### config.mk
export PLATFORM = sky130hd
export DESIGN_NAME = irq_aggregator
export DESIGN_NICKNAME = d
export VERILOG_FILES = /design/src/rtl/irq_aggregator.sv
export SDC_FILE = /design/constraint.sdc
export NUM_CORES = 1
export LEC_CHECK = 0
export ABC_AREA = 1
export BUFFER_PORTS_ARGS = -buffer_cell sky130_fd_sc_hd__buf_2
export CAP_MARGIN = 5
export CORE_UTILIZATION = 45
export CTS_CLUSTER_SIZE = 16
export DETAILED_ROUTE_END_ITERATION = 10
export PLACE_DENSITY = 0.75
export SLEW_MARGIN = 30
export SYNTH_ARGS = -nofsm -noshare
export SYNTH_HDL_FRONTEND = slang
export SYNTH_SLANG_ARGS = --single-unit
### constraint.sdc
create_clock -name clk -period 1.9 [get_ports clk]
set_input_delay 0.19 -clock clk [delete_from_list [all_inputs] [get_ports clk]]
set_output_delay 0.19 -clock clk [all_outputs]
set_load 0.05 [all_outputs]
### src/rtl/irq_aggregator.sv
module irq_aggregator #(
  parameter int ADDR_W        = 5,
  parameter int SETTLE_CYCLES = 16,
  parameter int TMO_W         = 32,
  parameter int VBUS_W        = 2,
  parameter int B_TX          = 0,
  parameter int B_RX          = 1,
  parameter int B_DMA         = 2,
  parameter int B_GPIO        = 3,
  parameter int B_TMO         = 4,
  parameter int B_VBUS        = 5
) (
  input  logic              clk,
  input  logic              rst_n,
  input  logic              bus_we,
  input  logic [ADDR_W-1:0] bus_addr,
  input  logic [31:0]       bus_wdata,
  output logic [31:0]       bus_rdata,
  input  logic [31:0]       core_evt,
  input  logic [31:0]       dma_evt,
  input  logic [31:0]       gpio_evt,
  input  logic              pwr_good,
  input  logic [VBUS_W-1:0] vbus_state,
  output logic              irq_out
);
  localparam int NGRP     = 3;
  localparam int TOP_BASE = 1 + 4 * NGRP;
  localparam int SETTLE_W = $clog2(SETTLE_CYCLES + 1);
  localparam logic [ADDR_W-1:0] A_CTRL = '0;
  localparam logic [ADDR_W-1:0] A_TSET = ADDR_W'(TOP_BASE + 1);
  localparam logic [ADDR_W-1:0] A_TCLR = ADDR_W'(TOP_BASE + 2);
  localparam logic [ADDR_W-1:0] A_TMSK = ADDR_W'(TOP_BASE + 3);
  localparam logic [ADDR_W-1:0] A_TMO  = ADDR_W'(TOP_BASE + 4);
  localparam logic [31:0] SUM_BITS = (32'd1 << B_TX) | (32'd1 << B_RX) |
                                     (32'd1 << B_DMA) | (32'd1 << B_GPIO);

  logic [31:0] grp_stat [NGRP];
  logic [31:0] grp_mask [NGRP];
  logic [31:0] grp_evt  [NGRP];
  logic [31:0] grp_pend [NGRP];

  assign grp_evt[0] = core_evt;
  assign grp_evt[1] = dma_evt;
  assign grp_evt[2] = gpio_evt;

  for (genvar g = 0; g < NGRP; g++) begin : g_grp
    localparam logic [ADDR_W-1:0] A_SET = ADDR_W'(1 + 4 * g + 1);
    localparam logic [ADDR_W-1:0] A_CLR = ADDR_W'(1 + 4 * g + 2);
    localparam logic [ADDR_W-1:0] A_MSK = ADDR_W'(1 + 4 * g + 3);
    logic [31:0] stat_r, mask_r, set_v, clr_v;
    assign set_v = (bus_we && bus_addr == A_SET) ? bus_wdata : '0;
    assign clr_v = (bus_we && bus_addr == A_CLR) ? bus_wdata : '0;
    always_ff @(posedge clk) begin
      if (!rst_n) begin
        stat_r <= '0;
        mask_r <= '0;
      end else begin
        stat_r <= (stat_r & ~clr_v) | set_v | grp_evt[g];
        if (bus_we && bus_addr == A_MSK) mask_r <= bus_wdata;
      end
    end
    assign grp_stat[g] = stat_r;
    assign grp_mask[g] = mask_r;
    assign grp_pend[g] = stat_r & ~mask_r;
  end

  logic [31:0] sum_v;
  always_comb begin
    sum_v = '0;
    sum_v[B_TX]   = |grp_pend[0][15:0];
    sum_v[B_RX]   = |grp_pend[0][31:16];
    sum_v[B_DMA]  = |grp_pend[1];
    sum_v[B_GPIO] = |grp_pend[2];
  end

  logic              pol_q;
  logic [31:0]       top_q, top_mask;
  logic [TMO_W-1:0]  tmo_cnt;
  logic [VBUS_W-1:0] vbus_d;
  logic              pwr_d, gate;
  logic [SETTLE_W-1:0] settle_cnt;
  logic [31:0]       top_eff, hw_set, tset_v, tclr_v;
  logic              tmo_wr, tmo_fire, vbus_chg, any_pend;

  assign tmo_wr   = bus_we && bus_addr == A_TMO;
  assign tmo_fire = !tmo_wr && tmo_cnt == TMO_W'(1);
  assign vbus_chg = vbus_state != vbus_d;
  assign hw_set   = ({31'b0, tmo_fire} << B_TMO) | ({31'b0, vbus_chg} << B_VBUS);
  assign tset_v   = (bus_we && bus_addr == A_TSET) ? bus_wdata : '0;
  assign tclr_v   = (bus_we && bus_addr == A_TCLR) ? bus_wdata : '0;
  assign top_eff  = (top_q & ~SUM_BITS) | sum_v;
  assign any_pend = |(top_eff & ~top_mask);

  always_ff @(posedge clk) begin
    if (!rst_n) begin
      pol_q    <= 1'b0;
      top_q    <= '0;
      top_mask <= '1;
      tmo_cnt  <= '0;
      vbus_d   <= '0;
    end else begin
      if (bus_we && bus_addr == A_CTRL) pol_q <= bus_wdata[0];
      if (bus_we && bus_addr == A_TMSK) top_mask <= bus_wdata;
      top_q  <= ((top_q & ~tclr_v) | tset_v | hw_set) & ~SUM_BITS;
      vbus_d <= vbus_state;
      if (tmo_wr) tmo_cnt <= bus_wdata[TMO_W-1:0];
      else if (tmo_cnt != '0) tmo_cnt <= tmo_cnt - TMO_W'(1);
    end
  end

  always_ff @(posedge clk) begin
    if (!rst_n) begin
      pwr_d      <= 1'b0;
      gate       <= 1'b0;
      settle_cnt <= '0;
    end else begin
      pwr_d <= pwr_good;
      if (pwr_good && !pwr_d) begin
        gate       <= 1'b0;
        settle_cnt <= SETTLE_W'(SETTLE_CYCLES);
      end else if (settle_cnt != '0) begin
        settle_cnt <= settle_cnt - SETTLE_W'(1);
        if (settle_cnt == SETTLE_W'(1) && pwr_good) gate <= 1'b1;
      end
    end
  end

  always_ff @(posedge clk) begin
    if (!rst_n) irq_out <= 1'b0;
    else        irq_out <= (pol_q ? any_pend : !any_pend) && gate;
  end

  always_comb begin
    bus_rdata = '0;
    if (bus_addr == A_CTRL) bus_rdata = {31'b0, pol_q};
    for (int g = 0; g < NGRP; g++) begin
      if (bus_addr >= ADDR_W'(1 + 4 * g) && bus_addr <= ADDR_W'(3 + 4 * g)) bus_rdata = grp_stat[g];
      if (bus_addr == ADDR_W'(4 + 4 * g)) bus_rdata = grp_mask[g];
    end
    if (bus_addr >= ADDR_W'(TOP_BASE) && bus_addr <= A_TCLR) bus_rdata = top_eff;
    if (bus_addr == A_TMSK) bus_rdata = top_mask;
    if (bus_addr == A_TMO)  bus_rdata = 32'(tmo_cnt);
  end

  p_mask_write_r1: assert property (@(posedge clk) disable iff (!rst_n)
    (bus_we && bus_addr == ADDR_W'(4)) |=> grp_mask[0] == $past(bus_wdata));
  p_gate_blocks_irq_r7: assert property (@(posedge clk) disable iff (!rst_n)
    !gate |=> !irq_out);
  p_polarity_high_r4: assert property (@(posedge clk) disable iff (!rst_n)
    (gate && pol_q && any_pend) |=> irq_out);
  p_tmo_expiry_r8: assert property (@(posedge clk) disable iff (!rst_n)
    tmo_fire |=> (tmo_cnt == '0) && top_q[B_TMO]);
  p_vbus_flag_r9: assert property (@(posedge clk) disable iff (!rst_n)
    vbus_chg |=> top_q[B_VBUS]);
  p_summary_masked_r2: assert property (@(posedge clk) disable iff (!rst_n)
    (grp_mask[0][15:0] == 16'hFFFF) |-> !top_eff[B_TX]);
endmodule

==> impl_metrics.env <==
export IMPL_start_util_pct=45.8
export IMPL_die_w_um=181
export IMPL_finClkSkew_ns=0.0163
export IMPL_synth_flop_cell="dfxtp_1"
export IMPL_power_total_mw=20.5
export IMPL_antenna_found_initial=0
export IMPL_post_route_drc_count=0
export IMPL_yosys_warnings=0
export IMPL_synth_top_area_cell="dfxtp_1"
export IMPL_drtPass1Iterations=6
export IMPL_syn_num_nets=2333
export IMPL_max_slew_worst_pin_slew_ns=0.487
export IMPL_wl_per_cell_um=20.6
export IMPL_ys_ff_latch=295
export IMPL_end_kind="output port"
export IMPL_die_area_sq_um=32900
export IMPL_cap_violations=0
export IMPL_cts_sinks=295
export IMPL_worst_setup_path_type="flop to output port"
export IMPL_grt_max_degree=59
export IMPL_dieHeight_um=181
export IMPL_synth_compound_area_share_pct=27.1
export IMPL_place_area_sq_um=16400
export IMPL_hold_path_class="primary input to flop"
export IMPL_rsz0062_at_grt="yes"
export IMPL_netlist_top_cells_area="dfxtp_1, a21oi_1, nand2_1"
export IMPL_dpl_hpwl_um=39600
export IMPL_port_buffers=171
export IMPL_crit_arrival_ns=1.92
export IMPL_setup_violations_final=29
export IMPL_hold_viol_final=0
export IMPL_post_synth_fa_ha_maj_area_fraction_pct=0.432
export IMPL_grtUsageTotal_pct=34.6
export IMPL_syn2layout_area_growth_pct=42.0
export IMPL_drt_iter0_markers=2633
export IMPL_synth_top_family_by_area="compound AO/OA/AOI/OAI gates"
export IMPL_cts_tree="yes"
export IMPL_max_freq_mhz=473
export IMPL_place_gp_congestion=0.981
export IMPL_slew_headroom_pct=67.5
export IMPL_fin_crit_sh_pct=111
export IMPL_drv_slew=0
export IMPL_post_synth_xor_area_fraction_pct=1.03
export IMPL_drive_gt1_share_pct=27.7
export IMPL_ctsRootBufferMaster="clkbuf_16"
export IMPL_routed_wirelength_um=60400
export IMPL_grt_pass1_vias=16100
export IMPL_clkLatencyLatePin_ns=0.52
export IMPL_outcome="finished with violations"
export IMPL_synthMuxAreaShare_pct=0
export IMPL_synth_cell_types=34
export IMPL_start_kind="flop"
export IMPL_mostFrequentLayoutCells="nand2_1, a21oi_1, o21ai_0"
export IMPL_fin_area_sq_um=20600
export IMPL_final_nets=2645
export IMPL_placementRows=65
export IMPL_cts_max_path_buffers=3
export IMPL_required_ns=1.71
export IMPL_antennaDiodeCount=0
export IMPL_ant_nets=0
export IMPL_cts_buffers=34
export IMPL_async_flop_share_pct=0
export IMPL_yosys_area_share_simple_pct=21.0
export IMPL_io_pins=172
export IMPL_grt_ovfl_total=0
export IMPL_min_period_ns=2.11
export IMPL_cts_max_level=2
export IMPL_grt_first_pass_wirelength_um=89100
export IMPL_synth_edf_count=0
export IMPL_syn_inst=2189
export IMPL_p_leak_nw=8.92
export IMPL_vdd_drop_max_mv=0.624
export IMPL_yosysTopAreaCellShare_pct=40.7
export IMPL_violations="negative setup slack"
export IMPL_crit_fanout=3
export IMPL_via_count=17400
export IMPL_final_common_cell="nand2_1"
export IMPL_coreArea_sq_um=31600
export IMPL_drt_vias_per_instance=5.94
export IMPL_clk_pin_slew_worst_paths_ns=0.06
export IMPL_ys_seq_area_share_pct=40.7
export IMPL_p_per_area_nw_per_um2=997
export IMPL_synth_area_sq_um=14500
export IMPL_setup_ws_ns=-0.215
export IMPL_syn_avg_cell_area_sq_um=6.62
state kept, by name, summed over array words and instances, names as in the netlist:
| signal | count |
|---|---|
| g_grp.mask_r | 96 |
| g_grp.stat_r | 96 |
| gate | 1 |
| irq_out | 1 |
| pol_q | 1 |
| pwr_d | 1 |
| settle_cnt | 5 |
| tmo_cnt | 32 |
| top_mask | 32 |
| top_q | 28 |
| vbus_d | 2 |
routing by layer:
layer	up-vias	part of all wire (%)	global-route usage, %
met5	-	0	0
met4	0	5.3	17.0
met3	233	12	6.64
met2	1257	44	52.8
met1	8027	39	46.9
li1	7878	-	-
critical path, cell delays in order, from the launching register on:
cell and delay (ns):
dfxtp_2 0.34, nand2_2 0.07, o21ai_2 0.05, a21oi_1 0.13, nand3_1 0.12, a21oi_2 0.22, nand4_1 0.24, buf_12 0.23
cells in the mapped netlist (7+ instances only):
library cell,n
nand2_1,477
buf_2,15
xor2_1,9
o21ai_0,317
nor2_1,121
inv_1,224
nand3_1,65
clkbuf_1,115
a21oi_1,426
inv_2,7
nor3_1,11
xnor2_1,8
dfxtp_1,295
nand4_1,42
o211ai_1,7
area by class of cell:
| cell class | instances | area [sq um] |
|---|---|---|
| sequential | 295 | 6000 |
| clock inverter | 10 | 153 |
| tap | 402 | 503 |
| inverter | 231 | 890 |
| timing repair buffer | 411 | 3840 |
| fill | 2510 | 11100 |
| multi-input combinational | 1528 | 8160 |
| clock buffer | 49 | 1030 |
power by group:
| group | switching, mW | leakage [nW] | internal [mW] | total [mW] |
|---|---|---|---|---|
| Clock | 2.73 | 0.582 | 4.31 | 7.04 |
| Sequential | 0.524 | 2.45 | 6.73 | 7.25 |
| Combinational | 3.85 | 5.89 | 2.36 | 6.21 |
kinds of logic (layout without fill, tap and decap cells):
kind of cell,count (synthesis),in the layout
simple gates,733,733
fa+ha+maj,5,5
compound gates,773,773
buf+inv,366,701
flops,295,295
xor+xnor,17,17
per-stage QoR:
step	std cells	setup slack (ns)	util [%]	hold WS, ns	TNS [ns]
after floorplan	2189	0.114	-	0.283	0
after global placement	2723	-0.184	51.9	0.395	-5.75
after detailed placement	2723	-0.205	51.9	0.402	-8.32
after CTS	2905	-0.230	62.6	0.000408	-2.58
after global routing	2926	-0.263	65.0	0.00376	-3.96
final	2926	-0.215	65.0	0.000996	-2.67
what timing repair did:
action,4_1_cts,5_1_grt
gates resized for setup,296,197
cloned,8,4
hold endpoints to repair,98,0
setup endpoints to repair,32,59
hold buffers,97,0
pin swaps,85,122
buffers inserted,18,18
path summary, 6_finish.rpt:
check | from | to | slack, ns | cells after the start
hold reg to reg | g_grp[2].mask_r[24] | g_grp[2].mask_r[24] | 0.45 | 2
hold / removal | gpio_evt[8] | g_grp[2].stat_r[8] | 0.001 | 3
setup / recovery | g_grp[0].stat_r[19] | bus_rdata[19] | -0.21 | 7
setup reg to reg | tmo_cnt[26] | tmo_cnt[5] | 0.09 | 9
Note: power is estimated with default switching activity, not from simulation.
